==> src/rtl/tmr16_pkg.sv <==
package tmr16_pkg;
  localparam int TMR_W = 16;
  localparam int SYNC_STAGES = 2;

  typedef enum logic [1:0] {
    MD_PWM  = 2'b00,
    MD_EVT  = 2'b01,
    MD_CAP  = 2'b10,
    MD_HOLD = 2'b11
  } tmr_mode_e;

  function automatic logic [TMR_W-1:0] count_down(input logic [TMR_W-1:0] c);
    return c - {{(TMR_W-1){1'b0}}, 1'b1};
  endfunction

  function automatic logic pick_edge(input logic fall_sel, input logic rise, input logic fall);
    return fall_sel ? fall : rise;
  endfunction
endpackage

==> src/rtl/tmr16_pin_sync.sv <==
module tmr16_pin_sync #(
  parameter int PINS = 2,
  parameter int STAGES = 2
) (
  input  logic            clk,
  input  logic            rst_n,
  input  logic [PINS-1:0] pin_i,
  output logic [PINS-1:0] rise_o,
  output logic [PINS-1:0] fall_o
);
  localparam int DEPTH = STAGES + 1;

  for (genvar p = 0; p < PINS; p++) begin : g_pin
    logic [DEPTH-1:0] sh;
    always_ff @(posedge clk or negedge rst_n) begin
      if (!rst_n) sh <= '0;
      else        sh <= {sh[DEPTH-2:0], pin_i[p]};
    end
    assign rise_o[p] = sh[STAGES-1] & ~sh[STAGES];
    assign fall_o[p] = ~sh[STAGES-1] & sh[STAGES];
  end
endmodule

==> src/rtl/tmr16_count_unit.sv <==
module tmr16_count_unit
  import tmr16_pkg::*;
#(
  parameter int W = TMR_W
) (
  input  logic         clk,
  input  logic         rst_n,
  input  tmr_mode_e    md,
  input  logic         run_i,
  input  logic         edge_a,
  input  logic         cnt_wr_i,
  input  logic [W-1:0] cnt_wdata_i,
  input  logic [W-1:0] ra,
  input  logic [W-1:0] rb,
  output logic [W-1:0] count_o,
  output logic         pwm_o,
  output logic         uf_evt
);
  logic         tick;
  logic         at_zero;
  logic [W-1:0] reload_val;

  always_comb begin
    case (md)
      MD_PWM:  tick = run_i;
      MD_CAP:  tick = run_i;
      MD_EVT:  tick = run_i & edge_a;
      default: tick = 1'b0;
    endcase
  end

  assign at_zero    = (count_o == '0);
  assign uf_evt     = tick & at_zero & ~cnt_wr_i;
  assign reload_val = (md == MD_PWM && pwm_o) ? rb : ra;

  always_ff @(posedge clk) begin
    if (cnt_wr_i) begin
      count_o <= cnt_wdata_i;
    end else if (tick) begin
      if (at_zero && md != MD_CAP) count_o <= reload_val;
      else                         count_o <= count_down(count_o);
    end
  end

  always_ff @(posedge clk or negedge rst_n) begin
    if (!rst_n)                        pwm_o <= 1'b0;
    else if (uf_evt && md == MD_PWM)   pwm_o <= ~pwm_o;
  end
endmodule

==> src/rtl/tmr16_hold_regs.sv <==
module tmr16_hold_regs
  import tmr16_pkg::*;
#(
  parameter int W = TMR_W
) (
  input  logic         clk,
  input  logic         ra_wr_i,
  input  logic [W-1:0] ra_wdata_i,
  input  logic         rb_wr_i,
  input  logic [W-1:0] rb_wdata_i,
  input  logic         cap_a,
  input  logic         cap_b,
  input  logic [W-1:0] count,
  output logic [W-1:0] ra_o,
  output logic [W-1:0] rb_o
);
  always_ff @(posedge clk) begin
    if (ra_wr_i)    ra_o <= ra_wdata_i;
    else if (cap_a) ra_o <= count;
    if (rb_wr_i)    rb_o <= rb_wdata_i;
    else if (cap_b) rb_o <= count;
  end
endmodule

==> src/rtl/tmr16_flags.sv <==
module tmr16_flags
  import tmr16_pkg::*;
(
  input  logic      clk,
  input  logic      rst_n,
  input  tmr_mode_e md,
  input  logic      act_a,
  input  logic      act_b,
  input  logic      uf_evt,
  input  logic      pwm_lvl,
  input  logic      clr_a_i,
  input  logic      clr_b_i,
  output logic      set_a,
  output logic      set_b,
  output logic      pend_a_o,
  output logic      pend_b_o
);
  always_comb begin
    case (md)
      MD_PWM: begin set_a = uf_evt & ~pwm_lvl; set_b = uf_evt & pwm_lvl; end
      MD_EVT: begin set_a = uf_evt;            set_b = act_b;            end
      MD_CAP: begin set_a = act_a;             set_b = act_b | uf_evt;   end
      default: begin set_a = 1'b0;             set_b = 1'b0;             end
    endcase
  end

  always_ff @(posedge clk or negedge rst_n) begin
    if (!rst_n) begin
      pend_a_o <= 1'b0;
      pend_b_o <= 1'b0;
    end else begin
      if (set_a)        pend_a_o <= 1'b1;
      else if (clr_a_i) pend_a_o <= 1'b0;
      if (set_b)        pend_b_o <= 1'b1;
      else if (clr_b_i) pend_b_o <= 1'b0;
    end
  end
endmodule

==> src/rtl/tmr16_mm.sv <==
module tmr16_mm
  import tmr16_pkg::*;
#(
  parameter int W = TMR_W,
  parameter int STAGES = SYNC_STAGES
) (
  input  logic         clk,
  input  logic         rst_n,
  input  logic [2:0]   mode_i,
  input  logic         run_i,
  input  logic         cnt_wr_i,
  input  logic [W-1:0] cnt_wdata_i,
  input  logic         ra_wr_i,
  input  logic [W-1:0] ra_wdata_i,
  input  logic         rb_wr_i,
  input  logic [W-1:0] rb_wdata_i,
  input  logic         pin_a_i,
  input  logic         pin_b_i,
  input  logic         clr_a_i,
  input  logic         clr_b_i,
  output logic         pwm_o,
  output logic         pwm_oe_o,
  output logic [W-1:0] count_o,
  output logic [W-1:0] ra_o,
  output logic [W-1:0] rb_o,
  output logic         pend_a_o,
  output logic         pend_b_o
);
  tmr_mode_e  md;
  logic [1:0] pin_rise, pin_fall;
  logic       edge_a_sel, edge_b_sel;
  logic       act_a, act_b;
  logic       uf_evt;
  logic       set_a, set_b;

  assign md         = tmr_mode_e'(mode_i[2:1]);
  assign edge_a_sel = pick_edge(mode_i[0], pin_rise[0], pin_fall[0]);
  assign edge_b_sel = pick_edge(mode_i[0], pin_rise[1], pin_fall[1]);
  assign act_a      = run_i & edge_a_sel;
  assign act_b      = run_i & edge_b_sel;
  assign pwm_oe_o   = (md == MD_PWM);

  tmr16_pin_sync #(.PINS(2), .STAGES(STAGES)) u_sync (
    .clk(clk), .rst_n(rst_n), .pin_i({pin_b_i, pin_a_i}),
    .rise_o(pin_rise), .fall_o(pin_fall)
  );

  tmr16_count_unit #(.W(W)) u_cnt (
    .clk(clk), .rst_n(rst_n), .md(md), .run_i(run_i), .edge_a(edge_a_sel),
    .cnt_wr_i(cnt_wr_i), .cnt_wdata_i(cnt_wdata_i), .ra(ra_o), .rb(rb_o),
    .count_o(count_o), .pwm_o(pwm_o), .uf_evt(uf_evt)
  );

  tmr16_hold_regs #(.W(W)) u_regs (
    .clk(clk), .ra_wr_i(ra_wr_i), .ra_wdata_i(ra_wdata_i),
    .rb_wr_i(rb_wr_i), .rb_wdata_i(rb_wdata_i),
    .cap_a(md == MD_CAP && act_a), .cap_b(md == MD_CAP && act_b),
    .count(count_o), .ra_o(ra_o), .rb_o(rb_o)
  );

  tmr16_flags u_flags (
    .clk(clk), .rst_n(rst_n), .md(md), .act_a(act_a), .act_b(act_b),
    .uf_evt(uf_evt), .pwm_lvl(pwm_o), .clr_a_i(clr_a_i), .clr_b_i(clr_b_i),
    .set_a(set_a), .set_b(set_b), .pend_a_o(pend_a_o), .pend_b_o(pend_b_o)
  );
endmodule

==> config.mk <==
export PLATFORM = sky130hd
export DESIGN_NAME = tmr16_mm
export DESIGN_NICKNAME = d
export VERILOG_FILES = /design/src/rtl/tmr16_pkg.sv /design/src/rtl/tmr16_pin_sync.sv /design/src/rtl/tmr16_count_unit.sv /design/src/rtl/tmr16_hold_regs.sv /design/src/rtl/tmr16_flags.sv /design/src/rtl/tmr16_mm.sv
export SDC_FILE = /design/constraint.sdc
export NUM_CORES = 1
export LEC_CHECK = 0
export BUFFER_PORTS_ARGS = -buffer_cell sky130_fd_sc_hd__buf_2
export CAP_MARGIN = 10
export CORE_ASPECT_RATIO = 1.2
export CORE_MARGIN = 2
export CORE_UTILIZATION = 45
export CTS_BUF_LIST = sky130_fd_sc_hd__clkbuf_4
export CTS_CLUSTER_DIAMETER = 200
export DETAILED_ROUTE_END_ITERATION = 7
export GPL_TIMING_DRIVEN = 0
export HOLD_SLACK_MARGIN = 0.05
export PLACE_DENSITY = 0.76
export SYNTH_ARGS = -nofsm -noshare
export SYNTH_HDL_FRONTEND = slang
export SYNTH_HIERARCHICAL = 1
export SYNTH_SLANG_ARGS = --single-unit
==> constraint.sdc <==
create_clock -name clk -period 2.75 [get_ports clk]
set_input_delay 0.1375 -clock clk [delete_from_list [all_inputs] [get_ports clk]]
set_output_delay 0.1375 -clock clk [all_outputs]
set_load 0.01 [all_outputs]
Word level (Yosys, flattened, before mapping)
Cells that the tools add are included.
{"block": "classes", "add_sub_neg": 1, "n_bitwise": 17, "mux": 17, "n_reduce_logical": 13, "n_eq_ne": 3}
{"op": "16-bit two-way mux", "count": 8}
{"op": "16-bit zero test", "count": 1}
{"op": "16-bit by 1-bit subtractor with 16-bit output (second input constant)", "count": 1}
{"op": "1-bit AND", "count": 10}
{"op": "2-bit nonzero test", "count": 5}
{"op": "1-bit two-way mux", "count": 6}
{"op": "1-bit inverter", "count": 6}
{"op": "1-bit case mux with 3 select lines", "count": 2}
{"op": "1-bit logical AND", "count": 5}
{"op": "2-bit by 1-bit == test with 1-bit output (second input constant)", "count": 1}
{"op": "2-bit == test (second input constant)", "count": 1}
{"op": "2-bit zero test", "count": 1}
{"op": "2-bit inequality test (second input constant)", "count": 1}
{"op": "1-bit case mux with 2 select lines", "count": 1}
{"op": "2-bit OR reduction", "count": 1}
{"op": "1-bit bitwise OR", "count": 1}
{"block": "word_totals", "reg_bits": 57, "wordCells": 59, "input_bits": 61, "output_inout_bits": 52}

Logic depth before layout (Yosys ltp)
Gate-level depths: netlist of run 1.
{"block": "depth", "word_depth": 10, "mapped_depth": 8, "depth_no_buf": 8}

Modules after synthesis
The synthesis of run 1 kept the hierarchy.
{"mod": "tmr16_hold_regs", "cells_per_inst": 70, "n_inst": 1, "seq_area_each_um2": 960.9, "area_each_um2": 1463.9}
{"mod": "tmr16_count_unit", "cells_per_inst": 138, "n_inst": 1, "seq_area_each_um2": 505.5, "area_each_um2": 1383.8}
{"mod": "tmr16_pin_sync", "cells_per_inst": 10, "n_inst": 1, "seq_area_each_um2": 150.1, "area_each_um2": 185.2}
{"mod": "tmr16_flags", "cells_per_inst": 15, "n_inst": 1, "seq_area_each_um2": 50.0, "area_each_um2": 126.4}
{"mod": "tmr16_mm", "cells_per_inst": 9, "n_inst": 1, "seq_area_each_um2": 0.0, "area_each_um2": 55.1}

Least setup slack after synthesis of run 1
Ideal clock, no wire load.
{"block": "synth_path", "path_type": "register -> register", "startpoint": "register u_cnt.count_o[0]", "endpoint": "register u_cnt.count_o[11] (data pin)", "slack_ps": 112, "required_ps": 2471, "arrival_time_ps": 2358, "setup_ps": 279, "stages_incl_launch_ff": 9, "n_path_buf": 1, "synth_period_minus_slack_ps": 2638, "path_cell_list": "edfxtp_1 -> inv_1 -> ha_1 -> nor3b_2 -> nand4b_4 -> or4_4 -> buf_6 -> a2111oi_1 -> a221oi_1"}
{"block": "synth_via", "elab_chain_cells": 5, "word_cells_on_any_way": 6, "cone_classes": "add/sub (1); mux (3); reduce/logical (2)"}
{"item": "start, declared", "line": "tmr16_count_unit.sv:15", "text": "output logic [W-1:0] count_o,"}
{"item": "start signal, assigned", "line": "tmr16_count_unit.sv:38", "text": "count_o <= cnt_wdata_i;"}
{"item": "start signal, assigned", "line": "tmr16_count_unit.sv:40", "text": "if (at_zero && md != MD_CAP) count_o <= reload_val;"}
{"item": "start signal, assigned", "line": "tmr16_count_unit.sv:41", "text": "else count_o <= count_down(count_o);"}
{"item": "parallel branches: the longest is 2 deep, another holds 16-bit by 1-bit subtractor with 16-bit output"}
{"item": "16-bit two-way mux *", "line": "tmr16_count_unit.sv:40"}
{"item": "16-bit two-way mux *", "line": "tmr16_count_unit.sv:39", "text": "end else if (tick) begin"}
{"item": "16-bit two-way mux *", "line": "tmr16_count_unit.sv:37", "text": "if (cnt_wr_i) begin"}
Mark *: on every way between the ends. The select of a mux whose other input is x is not followed.
A chain may end at the register's enable or synchronous reset.

Worst setup path after layout of run 1
{"block": "layout_path", "startpoint": "register u_cnt.count_o[1]", "endpoint": "register u_cnt.count_o[15] (data pin)"}
Same word-level chain as after synthesis.

==> results of run 1 <==
timing repair:
| action | in CTS | in global routing |
|---|---|---|
| hold buffers | 51 | 0 |
| buffers inserted | 1 | 6 |
| gates resized for setup | 1 | 2 |
| setup endpoints to repair | 18 | 17 |
| endpoints found under the hold margin | 58 | 0 |
| pin swaps | 1 | 1 |
critical path, delay by kind of cell (launching register included):
family / cells / cell delay, ps
adders and majority gates: 1 / 190
AOI/OAI and AO/OA: 2 / 410
and+or+nand+nor: 3 / 1020
buffers and inverters: 2 / 250
DFF: 1 / 470
state kept, by name (all words and copies together) (netlist names):
register and count:
u_cnt/count_o 16, u_regs/ra_o 16, u_regs/rb_o 16, u_sync/g_pin.sh 6, u_cnt/pwm_o 1, u_flags/pend_a_o 1, u_flags/pend_b_o 1
worst max-delay path by stage:
stage                                from                          end  slack, ps  cells past startpoint
2_1_floorplan  u_cnt/count_o[0]$_DFFE_PP_  u_cnt/count_o[11]$_DFFE_PP_        110                      8
3_3_place_gp   u_cnt/count_o[0]$_DFFE_PP_  u_cnt/count_o[11]$_DFFE_PP_       -200                      8
3_5_place_dp   u_cnt/count_o[0]$_DFFE_PP_  u_cnt/count_o[15]$_DFFE_PP_       -270                      8
4_1_cts        u_cnt/count_o[0]$_DFFE_PP_  u_cnt/count_o[15]$_DFFE_PP_         20                      8
5_1_grt        u_cnt/count_o[1]$_DFFE_PP_  u_cnt/count_o[11]$_DFFE_PP_         20                      8
6_report       u_cnt/count_o[1]$_DFFE_PP_  u_cnt/count_o[15]$_DFFE_PP_        130                      8
area by class of cell:
cell class,count,area share [%]
buffer,10,2.003
clock buffer,10,1.624
clock inverter,6,2.300
inverter,10,0.8119
multi-input combinational,163,30.77
sequential,57,36.05
tap,87,2.355
timing repair buffer,168,24.09
metrics by stage:
| step | instances | power (mW) |
|---|---|---|
| floorplan | 240 | 1.352 |
| global placement | 437 | 1.509 |
| detailed placement | 437 | 1.524 |
| CTS | 505 | 2.369 |
| global route | 511 | 2.473 |
| finish | 511 | 2.383 |
power by group through the flow:
stage	Sequential (mW)	Clock (mW)	Combinational, mW
CTS	1.11	0.801	0.456
global route	1.13	0.834	0.513
detailed placement	1.13	0	0.394
global placement	1.12	0	0.385
finish	1.11	0.792	0.476
floorplan	1.15	0	0.204
per-layer routing:
metal | vias to the layer above | share of wire (%) | track usage [%]
met5 | - | 0 | 0
li1 | 1266 | - | -
met2 | 94 | 51 | 40.56
met3 | 13 | 5.5 | 4.368
met4 | 0 | 1.7 | 9.040
met1 | 1276 | 42 | 29.05
cells in the final DEF (no fill, tap or decap), drive strengths merged, types with 2 or more instances in the layout:
| cell | count |
|---|---|
| a221oi | 4 |
| a2111oi | 4 |
| o21ai | 10 |
| nor4 | 4 |
| nor3 | 4 |
| edfxtp | 48 |
| clkinv | 2 |
| a21o | 2 |
| nand2 | 14 |
| nand3b | 3 |
| or2 | 3 |
| dfrtp | 9 |
| mux2 | 39 |
| a211oi | 5 |
| nor2 | 11 |
| buf | 123 |
| mux2i | 9 |
| and2b | 4 |
| inv | 10 |
| nand4b | 2 |
| xor2 | 7 |
| dlygate4sd3 | 51 |
| nand2b | 2 |
| nor2b | 11 |
| bufinv | 3 |
| a21oi | 3 |
| xnor2 | 6 |
| nand3 | 2 |
| clkbuf | 14 |
| o31ai | 4 |
==> qor.yml, run 1 <==
worst_ep_required_time_ps: 2890
antenna_found_initial: 0
cts-buffers-inserted: 9
fmax_mhz: 382.1
drc: 0
crit_fanout: 10
cp_slowest_cell: "or4_4"
fill_cells: 524
crit_path_end_kind: "flop"
h-tree-depth: 3
whs_ps: 95.66
synthCells: 240
p_leak_nw: 1.987
regArea_sq_mm: 0.001667
drtPass1Iterations: 4
start_util_pct: 46.70
die_h_um: 96.39
p_int_mw: 1.767
cp_cell_sequence: "inv_1, ha_1, nor3b_4, nand4b_4, or4_4, buf_6, a2111oi_2, a221oi_1"
die_w_um: 80.99
avgViaCountPerCell: 5.184
wire_per_inst_um: 17.66
power_frac_seq_pct: 46.8
synth_fp_nets: 302
grt_max_degree: 17
r2r_start: "u_cnt/count_o[1]$_DFFE_PP_"
clkTransAtPathRegs_ps: 110
pwr-share-comb_pct: 20.0
fin_nets: 481
drt_iter0_markers: 107
reg2reg_setup_slack_ps: 130
drv_cap: 0
core_area_sq_mm: 0.006854
period_share_pct: 95.17
fin_crit_ps: 2617
cts_root_buf: "clkbuf_4"
slew_headroom_pct: 39.17
rsz0062_at_grt: "no"
place_area_sq_mm: 0.003860
io_pins: 113
critical_path.startpoint_type: "flop"
powerDensity_mw_per_mm2: 515.4
hp-class: "primary input to asynchronous set/reset pin"
clk-insertion-delay-late_ps: 410
dieArea_sq_mm: 0.007806
grt-ovfl-total: 0
syn_area_per_cell_sq_um: 13.34
ir_drop_mv: 0.3150
status: "finished clean"
setup_violations: 0
pwr-share-clk_pct: 33.2
cp.arrival_ps: 2760
reg2reg_depth: 8
grt_first_pass_wirelength_mm: 13.30
slew_viol_final: 0
tightest_slew_ps: 912.5
grt_pass1_vias: 2616
hold_viol: 0
fin_util_pct: 67.45
grtUsageTotal_pct: 23.46
dp_hpwl_mm: 5.671
cts_sinks: 57
swShare_pct: 25.84
layout_setup_ws_ps: 132.8
rows: 33
portBuffers: 110
drive_gt1_share_pct: 44.81
fin_tns_setup_ps: 0
finalInstanceArea_sq_mm: 0.004623
ys_warn_count: 6
cts_buffer_depth: 2
path_class: "flop to flop"
antennaDiodeCount: 0
multi_input_area_sq_mm: 0.001423
syn-cell-area_sq_mm: 0.003201
finClkSkew_ps: 13.77
slowest_delay_ps: 550
r2r_end: "u_cnt/count_o[15]$_DFFE_PP_"
synthToLayoutAreaGrowth_pct: 44.45
cts_tree: "yes"
antenna_left: 0
vias: 2649
finalWeightedCongestion: 0.8249
wirelength_mm: 9.023
post-place-ws_ps: -274.6
switchingPower_mw: 0.6158
Note: power is estimated with default switching activity, not from simulation.
==> inputs of run 2 (changes only) <==
CAP_MARGIN = 30   (was 10)
clock period = 2.2 ns   (was 2.75 ns; I/O delays follow)
==> run 2 against run 1 <==
Against the previous run:
- the flow now finishes with violations (negative setup slack)
- non-clock buffer count increased by 7
- highest routed layer unchanged
- critical path type unchanged
- setup slack worse by 200 ps
- first-iteration DRC count decreased by 6.5%
==> qor.yml, run 2 (same netlist as run 1, synthesis figures left out) <==
period_share_pct: 103.2  # +8.1 points
antenna_found_initial: 0  # unchanged
vias: 2725  # +2.9%
slew_viol_final: 0  # unchanged
hold_viol: 0  # unchanged
cts_sinks: 57  # unchanged
layout.cells.most_common: "buf_2"
layout_setup_ws_ps: -71.43  # -204.2 ps
grt_first_pass_wirelength_mm: 13.47  # +1.3%
regArea_sq_mm: 0.001667  # unchanged
wire_per_inst_um: 17.74  # +0.48%
cts-buffers-inserted: 9  # unchanged
multi_input_area_sq_mm: 0.001503  # +5.6%
place_area_sq_mm: 0.003929  # +1.8%
grt.busiest_layer: "met2"
critical_path.startpoint_type: "flop"
wirelength_mm: 9.173  # +1.7%
worst_ep_required_time_ps: 2330  # -560 ps
drc: 0  # unchanged
p_leak_nw: 2.027  # +2.0%
die_h_um: 96.39  # unchanged
grt_util_met3_pct: 3.439  # -0.93 points
status: "finished with violations"
drt_iter0_markers: 100  # -6.5%
finalWeightedCongestion: 0.7373  # -11%
grt-ovfl-total: 0  # unchanged
slew_headroom_pct: 38.45  # -0.72 points
clkTransAtPathRegs_ps: 100  # about the same
clk-insertion-delay-late_ps: 400  # about the same
p_total_mw: 2.858  # +20%
io_pins: 113  # unchanged
drive_gt1_share_pct: 47.44  # +2.6 points
powerDensity_mw_per_mm2: 603.5  # +17%
grt_max_degree: 17  # unchanged
crit_path_end_kind: "flop"
dieArea_sq_mm: 0.007806  # unchanged
drtPass1Iterations: 4  # unchanged
use_met2_pct: 42.22  # +1.7 points
fin_crit_ps: 2271  # -345.8 ps
cts_tree: "yes"
cp.arrival_ps: 2400  # -360 ps
setup_violations: 12  # +12
fin_tns_setup_ps: -385.0  # -385.0 ps
dp.cells: 438  # +0.23%
avgViaCountPerCell: 5.271  # +1.7%
cts_root_buf: "clkbuf_4"
rows: 33  # unchanged
die_w_um: 80.99  # unchanged
top_regs: "u_cnt/count_o (16), u_regs/ra_o (16), u_regs/rb_o (16)"
h-tree-depth: 3  # unchanged
crit_fanout: 10  # unchanged
grt_pass1_vias: 2694  # +3.0%
fin_util_pct: 69.09  # +1.6 points
fin_nets: 488  # +1.5%
tightest_slew_ps: 923.2  # +10.78 ps
core_area_sq_mm: 0.006854  # unchanged
hp-class: "primary input to asynchronous set/reset pin"
synthToLayoutAreaGrowth_pct: 47.97
grtUsageTotal_pct: 23.63  # +0.17 points
use_met1_pct: 28.23  # -0.81 points
final_cells: 517  # +1.2%
fmax_mhz: 440.3  # +15%
start_util_pct: 46.70  # unchanged
portBuffers: 110  # unchanged
crit_start: "u_cnt/count_o[0]$_DFFE_PP_"
antenna_left: 0  # unchanged
layout_common_cells: "buf_2, dlygate4sd3_1, edfxtp_1"
rsz0062_at_grt: "yes"
drv_cap: 0  # unchanged
violations: "negative setup slack"
finClkSkew_ps: 15.42  # +1.647 ps
finalInstanceArea_sq_mm: 0.004736  # +2.4%
dp_hpwl_mm: 5.690  # +0.33%
cts_buffer_depth: 2  # unchanged
whs_ps: 82.27  # -13.39 ps
antennaDiodeCount: 0  # unchanged
r2r_start: "u_cnt/count_o[0]$_DFFE_PP_"
fill_cells: 519  # -0.95%
path_class: "flop to flop"
post-place-ws_ps: -598.6  # -324.0 ps
ir_drop_mv: 0.5290  # +68%
## run 2: cell count changes in the layout (fill, tap and decap cells not counted), moves of 2 or more
| cell | delta |
|---|---|
| clkinv_1 | +2 |
| a211oi_1 | -3 |
| buf_4 | +6 |
| o21ai_1 | +4 |
| a2111oi_1 | -2 |
| a2111oi_4 | +3 |
| o21ai_0 | -4 |
| a211oi_2 | +3 |
## run 2: cell type report
class	count	area share, %
buffer	10	2.325
clock buffer	10	1.585
clock inverter	5	1.506
inverter	10	0.7926
multi-input combinational	163	31.73
sequential	57	35.19
tap	87	2.299
timing repair buffer	175	24.57
## run 2: repair_timing
| action | in CTS | in global routing |
|---|---|---|
| hold buffers | 51 | 0 |
| resized for setup | 9 | 5 |
| endpoints found under the hold margin | 58 | 0 |
| buffers inserted | 13 | 0 |
| setup endpoints to repair | 18 | 18 |
| pin swaps | 3 | 3 |
## run 2: report_power, final
part	leakage (nW)	internal [mW]	total, mW	switching (mW)
clock	0.0790	0.457	0.849	0.392
combinational	1.36	0.344	0.623	0.279
sequential	0.587	1.29	1.39	0.0912
## run 2: final timing paths
kind / to / slack, ps / cells after the start
setup / recovery: u_cnt/count_o[15]$_DFFE_PP_ / -70 / 8
hold / removal: u_sync/g_pin[1].sh[2]$_DFF_PN0_ / 80 / 2
setup reg to reg: u_cnt/count_o[15]$_DFFE_PP_ / -70 / 8
hold reg to reg: u_sync/g_pin[0].sh[1]$_DFF_PN0_ / 370 / 0
max in group asynchronous: u_flags/pend_a_o$_DFFE_PN0P_ / 1930 / 2
min in group clk: u_flags/pend_a_o$_DFFE_PN0P_ / 80 / 3
## run 2: worst max-delay path, stage by stage (launching register included)
cell and delay [ps]:
edfxtp_1 410, inv_1 80, ha_2 190, nor3b_4 280
nand4b_4 150, or4_4 450, buf_12 170, a2111oi_4 220
a221oi_2 60
## run 2: layer usage
layer  share of wire, %  vias to the layer above  wire [um]
met5                  0                        -          0
met4                2.0                        0        185
met3                5.0                       17        455
met2                 53                      118       4849
met1                 40                     1322       3683
li1                   -                     1268          -
